### config.mk
export PLATFORM = sky130hd
export DESIGN_NAME = hcp_top
export DESIGN_NICKNAME = d
export VERILOG_FILES = /design/src/rtl/hcp_pkg.sv /design/src/rtl/hcp_byte_collect.sv /design/src/rtl/hcp_framer.sv /design/src/rtl/hcp_top.sv
export SDC_FILE = /design/constraint.sdc
export NUM_CORES = 2
export LEC_CHECK = 0
export ABC_AREA = 1
export BUFFER_PORTS_ARGS = -buffer_cell sky130_fd_sc_hd__buf_2
export CORE_UTILIZATION = 45
export DETAILED_ROUTE_END_ITERATION = 7
export PLACE_DENSITY = 0.68
export SYNTH_ARGS = -nofsm -noshare
export SYNTH_HDL_FRONTEND = slang
export SYNTH_SLANG_ARGS = --single-unit
### constraint.sdc
create_clock -name clk -period 7.2 [get_ports clk]
set_clock_uncertainty 0.05 [all_clocks]
set_input_delay 0 -clock clk [delete_from_list [all_inputs] [get_ports clk]]
set_output_delay 0 -clock clk [all_outputs]
set_load 0.005 [all_outputs]
### src/rtl/hcp_pkg.sv
package hcp_pkg;
    localparam logic [15:0] MARK_IN    = 16'h017F;
    localparam logic [15:0] CMD_START  = 16'h2B1A;
    localparam logic [15:0] CMD_STATUS = 16'h4B3A;
    localparam logic [15:0] CMD_DATA   = 16'h6B5A;
    localparam logic [15:0] CMD_NOP_A  = 16'hAB9A;
    localparam logic [15:0] CMD_NOP_B  = 16'hCBBA;
    localparam logic [31:0] HDR_STATUS = 32'h2B1A037F;
    localparam logic [31:0] HDR_DATA   = 32'h2B1A027F;
    localparam logic [31:0] END_MARK   = 32'h4D3C037F;

    typedef enum logic [2:0] {
        ST_RECV, ST_STAT, ST_DHDR, ST_DDATA, ST_DEND, ST_DPAD
    } fr_state_t;
endpackage

### src/rtl/hcp_byte_collect.sv
module hcp_byte_collect #(
    parameter int PKT_BYTES = 76
) (
    input  logic                   clk,
    input  logic                   rst_n,
    input  logic [7:0]             in_data,
    input  logic                   in_valid,
    output logic                   in_ready,
    input  logic                   accept,
    output logic                   pkt_done,
    output logic [PKT_BYTES*8-1:0] pkt
);
    localparam int IW = $clog2(PKT_BYTES);
    localparam logic [IW-1:0] LAST_IDX = IW'(PKT_BYTES - 1);

    logic [IW-1:0] idx;

    assign in_ready = accept;

    always_ff @(posedge clk) begin
        if (!rst_n) begin
            idx      <= '0;
            pkt_done <= 1'b0;
            pkt      <= '0;
        end else begin
            pkt_done <= 1'b0;
            if (in_valid && in_ready) begin
                pkt[idx*8 +: 8] <= in_data;
                if (idx == LAST_IDX) begin
                    idx      <= '0;
                    pkt_done <= 1'b1;
                end else begin
                    idx <= idx + 1'b1;
                end
            end
        end
    end

    // a full packet needs many bytes, so completion never repeats back to back
    assert_done_single_R1: assert property (@(posedge clk) disable iff (!rst_n)
        pkt_done |=> !pkt_done);
    assert_idx_range_R1: assert property (@(posedge clk) disable iff (!rst_n)
        idx <= LAST_IDX);
endmodule

### src/rtl/hcp_framer.sv
module hcp_framer
    import hcp_pkg::*;
#(
    parameter int          TRIG_BYTES   = 28,
    parameter int          PKT_BYTES    = 76,
    parameter int          STATUS_BYTES = 1024,
    parameter int          BLOCK_BYTES  = 512,
    parameter logic [31:0] FW_VERSION   = 32'h0001_0000
) (
    input  logic                    clk,
    input  logic                    rst_n,
    input  logic                    pkt_done,
    input  logic [PKT_BYTES*8-1:0]  pkt,
    output logic                    accept,
    output logic [31:0]             out_data,
    output logic                    out_valid,
    input  logic                    out_ready,
    input  logic [31:0]             src_data,
    input  logic                    src_valid,
    output logic                    src_ready,
    input  logic [31:0]             snap_in,
    input  logic [31:0]             cap_state,
    input  logic [31:0]             aux_word,
    output logic                    cfg_start,
    output logic [7:0]              cfg_rate,
    output logic [7:0]              cfg_trig_flags,
    output logic [15:0]             cfg_thr_a,
    output logic [15:0]             cfg_thr_b,
    output logic [7:0]              cfg_aux_a,
    output logic [7:0]              cfg_aux_b,
    output logic [31:0]             cfg_depth,
    output logic [31:0]             cfg_pretrig,
    output logic [TRIG_BYTES*8-1:0] cfg_trig_a,
    output logic [TRIG_BYTES*8-1:0] cfg_trig_b
);
    localparam int STATUS_WORDS = STATUS_BYTES / 4;
    localparam int BLOCK_WORDS  = BLOCK_BYTES / 4;
    localparam int CW = $clog2(STATUS_WORDS);
    localparam int BW = $clog2(BLOCK_WORDS);
    localparam int OFF_RATE  = 2;
    localparam int OFF_FLAGS = 3;
    localparam int OFF_THR_A = 4;
    localparam int OFF_THR_B = 6;
    localparam int OFF_AUX_A = 8;
    localparam int OFF_AUX_B = 9;
    localparam int OFF_DEPTH = 10;
    localparam int OFF_PRE   = 14;
    localparam int OFF_TRG_A = 18;
    localparam int OFF_TRG_B = OFF_TRG_A + TRIG_BYTES;
    localparam int OFF_CMD   = OFF_TRG_B + TRIG_BYTES;
    localparam logic [CW-1:0] STAT_LAST = CW'(STATUS_WORDS - 1);

    fr_state_t      state, state_n;
    logic [CW-1:0]  wcnt;
    logic [31:0]    dcnt;
    logic [31:0]    snap_q, cap_q, aux_q;
    logic [15:0]    cmd;
    logic           mark_ok, decode, fire, blk_last;

    assign cmd      = pkt[OFF_CMD*8 +: 16];
    assign mark_ok  = (pkt[15:0] == MARK_IN);
    assign decode   = (state == ST_RECV) && pkt_done && mark_ok;
    assign fire     = out_valid && out_ready;
    assign blk_last = (wcnt[BW-1:0] == {BW{1'b1}});

    always_comb begin
        state_n = state;
        unique case (state)
            ST_RECV:  if (decode) begin
                          if (cmd == CMD_STATUS)    state_n = ST_STAT;
                          else if (cmd == CMD_DATA) state_n = ST_DHDR;
                      end
            ST_STAT:  if (fire && wcnt == STAT_LAST) state_n = ST_RECV;
            ST_DHDR:  if (fire) state_n = (cfg_depth == 32'd0) ? ST_DEND : ST_DDATA;
            ST_DDATA: if (fire && dcnt == cfg_depth - 32'd1) state_n = ST_DEND;
            ST_DEND:  if (fire) state_n = blk_last ? ST_RECV : ST_DPAD;
            ST_DPAD:  if (fire && blk_last) state_n = ST_RECV;
            default:  state_n = ST_RECV;
        endcase
    end

    always_ff @(posedge clk) begin
        if (!rst_n) state <= ST_RECV;
        else        state <= state_n;
    end

    always_ff @(posedge clk) begin
        if (!rst_n) begin
            wcnt <= '0; dcnt <= '0; cfg_start <= 1'b0;
            snap_q <= '0; cap_q <= '0; aux_q <= '0;
            cfg_rate <= '0; cfg_trig_flags <= '0; cfg_thr_a <= '0; cfg_thr_b <= '0;
            cfg_aux_a <= '0; cfg_aux_b <= '0; cfg_depth <= '0; cfg_pretrig <= '0;
            cfg_trig_a <= '0; cfg_trig_b <= '0;
        end else begin
            cfg_start <= 1'b0;
            if (decode && cmd == CMD_START) begin
                cfg_start      <= 1'b1;
                cfg_rate       <= pkt[OFF_RATE*8 +: 8];
                cfg_trig_flags <= pkt[OFF_FLAGS*8 +: 8];
                cfg_thr_a      <= pkt[OFF_THR_A*8 +: 16];
                cfg_thr_b      <= pkt[OFF_THR_B*8 +: 16];
                cfg_aux_a      <= pkt[OFF_AUX_A*8 +: 8];
                cfg_aux_b      <= pkt[OFF_AUX_B*8 +: 8];
                cfg_depth      <= pkt[OFF_DEPTH*8 +: 32];
                cfg_pretrig    <= pkt[OFF_PRE*8 +: 32];
                cfg_trig_a     <= pkt[OFF_TRG_A*8 +: TRIG_BYTES*8];
                cfg_trig_b     <= pkt[OFF_TRG_B*8 +: TRIG_BYTES*8];
            end
            if (decode && cmd == CMD_STATUS) begin
                snap_q <= snap_in;
                cap_q  <= cap_state;
                aux_q  <= aux_word;
            end
            if (state == ST_RECV) begin
                wcnt <= '0;
                dcnt <= '0;
            end else if (fire) begin
                wcnt <= wcnt + 1'b1;
                if (state == ST_DDATA) dcnt <= dcnt + 32'd1;
            end
        end
    end

    always_comb begin
        accept    = 1'b0;
        out_valid = 1'b0;
        out_data  = 32'd0;
        src_ready = 1'b0;
        unique case (state)
            ST_RECV:  accept = 1'b1;
            ST_STAT: begin
                out_valid = 1'b1;
                case (wcnt)
                    CW'(0):  out_data = HDR_STATUS;
                    CW'(1):  out_data = snap_q;
                    CW'(2):  out_data = cap_q;
                    CW'(3):  out_data = aux_q;
                    CW'(4):  out_data = FW_VERSION;
                    default: out_data = 32'd0;
                endcase
            end
            ST_DHDR:  begin out_valid = 1'b1; out_data = HDR_DATA; end
            ST_DDATA: begin
                out_valid = src_valid;
                out_data  = src_data;
                src_ready = out_ready;
            end
            ST_DEND:  begin out_valid = 1'b1; out_data = END_MARK; end
            ST_DPAD:  begin out_valid = 1'b1; out_data = 32'd0; end
            default:  accept = 1'b0;
        endcase
    end

    // a stalled word of the block's own making stays put
    assert_hold_stall_R8: assert property (@(posedge clk) disable iff (!rst_n)
        (out_valid && !out_ready && state != ST_DDATA) |=> (out_valid && $stable(out_data)));
    // no byte intake while a reply word is offered
    assert_no_intake_R9: assert property (@(posedge clk) disable iff (!rst_n)
        out_valid |-> !accept);
    // every reply ends on a whole block of words
    assert_frame_align_R5: assert property (@(posedge clk) disable iff (!rst_n)
        (state == ST_RECV && $past(state) != ST_RECV) |-> (wcnt[BW-1:0] == '0));
    // configuration moves only together with the start strobe
    assert_cfg_only_start_R7: assert property (@(posedge clk) disable iff (!rst_n)
        (!$stable(cfg_depth) || !$stable(cfg_rate)) |-> cfg_start);
    // the strobe is a single cycle
    assert_start_pulse_R3: assert property (@(posedge clk) disable iff (!rst_n)
        cfg_start |=> !cfg_start);
endmodule

### src/rtl/hcp_top.sv
module hcp_top #(
    parameter int          TRIG_BYTES   = 28,
    parameter int          STATUS_BYTES = 1024,
    parameter int          BLOCK_BYTES  = 512,
    parameter logic [31:0] FW_VERSION   = 32'h0001_0000
) (
    input  logic                    clk,
    input  logic                    rst_n,
    input  logic [7:0]              in_data,
    input  logic                    in_valid,
    output logic                    in_ready,
    output logic [31:0]             out_data,
    output logic                    out_valid,
    input  logic                    out_ready,
    input  logic [31:0]             src_data,
    input  logic                    src_valid,
    output logic                    src_ready,
    input  logic [31:0]             snap_in,
    input  logic [31:0]             cap_state,
    input  logic [31:0]             aux_word,
    output logic                    cfg_start,
    output logic [7:0]              cfg_rate,
    output logic [7:0]              cfg_trig_flags,
    output logic [15:0]             cfg_thr_a,
    output logic [15:0]             cfg_thr_b,
    output logic [7:0]              cfg_aux_a,
    output logic [7:0]              cfg_aux_b,
    output logic [31:0]             cfg_depth,
    output logic [31:0]             cfg_pretrig,
    output logic [TRIG_BYTES*8-1:0] cfg_trig_a,
    output logic [TRIG_BYTES*8-1:0] cfg_trig_b
);
    localparam int PKT_BYTES = 20 + 2 * TRIG_BYTES;

    logic                   accept, pkt_done;
    logic [PKT_BYTES*8-1:0] pkt;

    hcp_byte_collect #(.PKT_BYTES(PKT_BYTES)) u_collect (
        .clk(clk), .rst_n(rst_n), .in_data(in_data), .in_valid(in_valid),
        .in_ready(in_ready), .accept(accept), .pkt_done(pkt_done), .pkt(pkt)
    );

    hcp_framer #(
        .TRIG_BYTES(TRIG_BYTES), .PKT_BYTES(PKT_BYTES), .STATUS_BYTES(STATUS_BYTES),
        .BLOCK_BYTES(BLOCK_BYTES), .FW_VERSION(FW_VERSION)
    ) u_framer (
        .clk(clk), .rst_n(rst_n), .pkt_done(pkt_done), .pkt(pkt), .accept(accept),
        .out_data(out_data), .out_valid(out_valid), .out_ready(out_ready),
        .src_data(src_data), .src_valid(src_valid), .src_ready(src_ready),
        .snap_in(snap_in), .cap_state(cap_state), .aux_word(aux_word),
        .cfg_start(cfg_start), .cfg_rate(cfg_rate), .cfg_trig_flags(cfg_trig_flags),
        .cfg_thr_a(cfg_thr_a), .cfg_thr_b(cfg_thr_b), .cfg_aux_a(cfg_aux_a),
        .cfg_aux_b(cfg_aux_b), .cfg_depth(cfg_depth), .cfg_pretrig(cfg_pretrig),
        .cfg_trig_a(cfg_trig_a), .cfg_trig_b(cfg_trig_b)
    );
endmodule

==> results by group <==
STA
  – Final setup fails: 0
  – Slew of the pin with the lowest slew margin: about 1600 ps
  – Headroom to the max-slew limit: -7.904%
  – Portion of the clock cycle consumed by the worst path in the final layout: 70.44%
  – Worst-case setup margin in the final layout: 2128 ps
  – Sum Neg Setup Slack: 0 ps
  – Final critical path time including I/O delays and setup: 5072 ps
  – Max-slew violation count: 4
  – Setup repair after global routing missed its margin: false
  – Fmax: 0.1972 GHz
  – Final Hold Fails: 0

GRT
  – Global routing usage summed across all routing layers: 33.21%
  – Wire length of the first global-routing pass: between 200000 and 300000 microns
  – Pin count of the biggest net entering global routing: 263
  – Via count of the first global-routing pass: 46260
  – Initial antenna violation count: 14
  – Total overflow reported by the global router: 0

Floorplan
  – Die Footprint: roughly 120000 sq um
  – Core region area: 114800 sq um
  – Standard-cell rows: 124
  – Die Y: about 340 microns
  – Number of ports placed on the die boundary: 753
  – Starting Density: 45.60%
  – Die extent in x: 343.1 microns

Detailed routing
  – Remaining number of nets flagged by the antenna check after routing: 0
  – Remaining DRCs: 0
  – Initial DRT Pass Iterations: 8
  – Via count: 50760
  – First DRT Iteration DRCs: 6053
  – Sum of routed wire length over all layers: 204600 microns
  – Per-cell routed wire length: 22.69 microns
  – Number of vias per cell after detailed routing: ~5.6

Yosys
  – Yosys reg bits: 1332
  – Number of nets in the synthesized netlist: 6914
  – Number of distinct library cell variants in the gate-level netlist after synthesis: 46
  – Area share of the largest cell type after synthesis: 50.94%
  – Synthesized area per cell: approximately 7.7 sq um
  – Largest cells by area after synthesis: dfxtp_1 51%, o21ai_0 8.7%, nor2_1 8.3%
  – Area of the mapped netlist: 52350 sq um
  – Synth Instances: 6764
  – Yosys synthesis warning count: 0
  – Sequential cell area fraction in the yosys report: 50.94%
  – Cell accounting for the most synthesized area: dfxtp_1

Clocking
  – TritonCTS clock tree: yes
  – Count of H-tree levels built during CTS: 4
  – Clock latency on the worst-skew pair: 770 ps
  – Clock-pin slew reported for the worst setup and hold paths after clock tree synthesis: 70 ps
  – Clock sink total: 1332
  – Cell at the root of the clock tree: clkbuf_16
  – Worst-case clock buffer depth: 3
  – Post-CTS Repair Setup Buffers: 0
  – TritonCTS Buffers: 142

Worst setup path
  – Minimum setup slack among reg-to-reg paths: 2130 ps
  – Startpoint Class: flop
  – Critical Path RT: 7740 ps
  – Critical path data arrival time: 5610 ps
  – Critical register-to-register path startpoint: u_collect.idx[0]
  – Endpoint class of the critical path: flop
  – Crit Path Category: flop to flop
  – Highest fanout seen on the critical path: 37
  – Worst reg2reg path depth: 12
  – End of the worst register-to-register path: u_collect.pkt[216]

Pwr
  – Total power density per cell area: 248.8 nW/um^2
  – LEAKAGE: 27.45 nW
  – Worst vdd ir: 0.2501 mV

Layout
  – Synth-to-layout area growth: 20.76%
  – Fraction of final layout cells with drive strength greater than 1: approximately 15%
  – Final #Nets: ~7500
  – Fillers: approximately 11000
  – Most used cells in the layout excluding fill and tap cells: 1332 x dfxtp_1, 1161 x nor2_1, 914 x o21ai_0
  – Most common cell after layout, fill and taps aside: dfxtp_1

Placement
  – Input/output buffers: ~750
  – Place WS: 2294 ps
  – Half-perimeter wire length of the detailed placement result: approximately 140000 microns
  – Weighted congestion reported at the end of routability-driven placement: 1.011

Min path
  – Startpoint of the most critical hold path: aux_word[29]
  – Worst Hold Endpoint: u_framer.aux_q[29]
  – Hold Path Cell Cnt: 4
  – Kind of path behind the tightest hold check: primary input to flop

Run status
  – Failing checks: capacitance limit, slew limit
  – Outcome: finished with violations

Job
  – Max-capacitance violation count: 1
==> timing repair <==
| action | in CTS | in global routing |
|---|---|---|
| hold buffers | 187 | 0 |
| endpoints found under the hold margin | 376 | 0 |
| resized for setup | 0 | 0 |
==> flip-flops by register name (all words and copies together) (netlist names), 7 cells and up <==
name                     cells
u_framer.cfg_trig_b        224
u_framer.cfg_rate            8
u_framer.cfg_depth          32
u_framer.cfg_trig_flags      8
u_collect.idx                7
u_framer.cfg_aux_b           8
u_framer.wcnt                8
u_framer.aux_q              32
u_framer.cfg_aux_a           8
u_framer.cfg_trig_a        224
u_framer.snap_q             32
u_framer.cfg_pretrig        32
u_collect.pkt              608
u_framer.dcnt               32
u_framer.cfg_thr_a          16
u_framer.cap_q              32
u_framer.cfg_thr_b          16
==> cells by family after synthesis <==
family	share of synthesized area (%)
buffers and inverters	8.341
AO/OA/AOI/OAI	23.66
flip-flops	50.94
XOR/XNOR	0.8843
AND/OR/NAND/NOR	15.96
adder cells (fa/ha/maj)	0.2151
==> critical path, cell delays in order (launching register included) <==
cell      delay, ps
dfxtp_1         590
inv_1           160
ha_1            270
nand3_1         200
nor2_1           90
ha_1            280
inv_1           120
nor2_4          900
nand3_4         280
clkinv_2        740
nand4_1         710
a31oi_1         410
a211oi_1         70
==> synth_stat cells, drive strengths merged <==
master,n
dfxtp,1332
nor2,1182
o21ai,936
a21oi,830
inv,608
nand2,433
a211oi,375
clkbuf,352
nand3,185
buf,151
nor3,123
a31oi,58
nand4,45
xor2,33
a22o,28
xnor2,19
nor4,18
or2,12
ha,9
clkinv,8
nand3b,7
a221oi,5
nor3b,4
o211ai,4
and3,3
a31o,1
o211a,1
o21a,1
o41ai,1
==> final cells by class <==
class / instances / area [sq um] / share of cell area, %
Clock inverter: 52 / 735.7 / 1.164
Multi-Input combinational cell: 4313 / 21390 / 33.84
Inverter: 616 / 2335 / 3.693
Clock buffer: 203 / 4149 / 6.563
Sequential cell: 1332 / 26670 / 42.18
Antenna cell: 9 / 22.52 / 0.03563
Tap cell: 1512 / 1892 / 2.993
Timing Repair Buffer: 983 / 6026 / 9.532
==> worst max-delay path by stage <==
stage                          start                  to  depth (start not counted)
global placement    u_collect.idx[0]  u_collect.pkt[220]                         12
global route        u_collect.idx[0]  u_collect.pkt[216]                         12
CTS                 u_collect.idx[0]  u_collect.pkt[216]                         12
floorplan           u_collect.idx[0]  u_collect.pkt[399]                         16
finish              u_collect.idx[0]  u_collect.pkt[216]                         12
detailed placement  u_collect.idx[0]  u_collect.pkt[216]                         12
==> metal layers <==
metal	GRT usage [%]	vias to the layer above	wire, microns
met5	0	-	79
met4	18.77	12	12390
met3	8.006	570	19550
met2	49.68	2411	88280
met1	43.77	23790	84340
li1	-	23980	-
==> report_power, final <==
part	leakage (nW)	total, mW	internal [mW]	switching [mW]
clock	2.39	7.69	4.54	3.15
combinational	14.3	0.671	0.153	0.518
sequential	10.7	7.37	7.37	0.00262
total	27.4	15.7	12.1	3.67
==> metrics by stage <==
stage | power (mW) | util, % | instances | hold WS (ps) | area (sq um)
after CTS | 15.76 | 55.04 | 9011 | 0.6531 | 63200
after detailed placement | 8.093 | 49.16 | 8569 | 195.2 | 56440
after global routing | 16.10 | 55.06 | 9017 | 27.65 | 63210
final | 15.73 | 55.06 | 9020 | 17.88 | 63220
after floorplan | 7.885 | - | 6764 | 20.71 | 52350
after global placement | 8.092 | 49.16 | 8569 | 194.8 | 56440
Power figures use the tool's default switching activity.
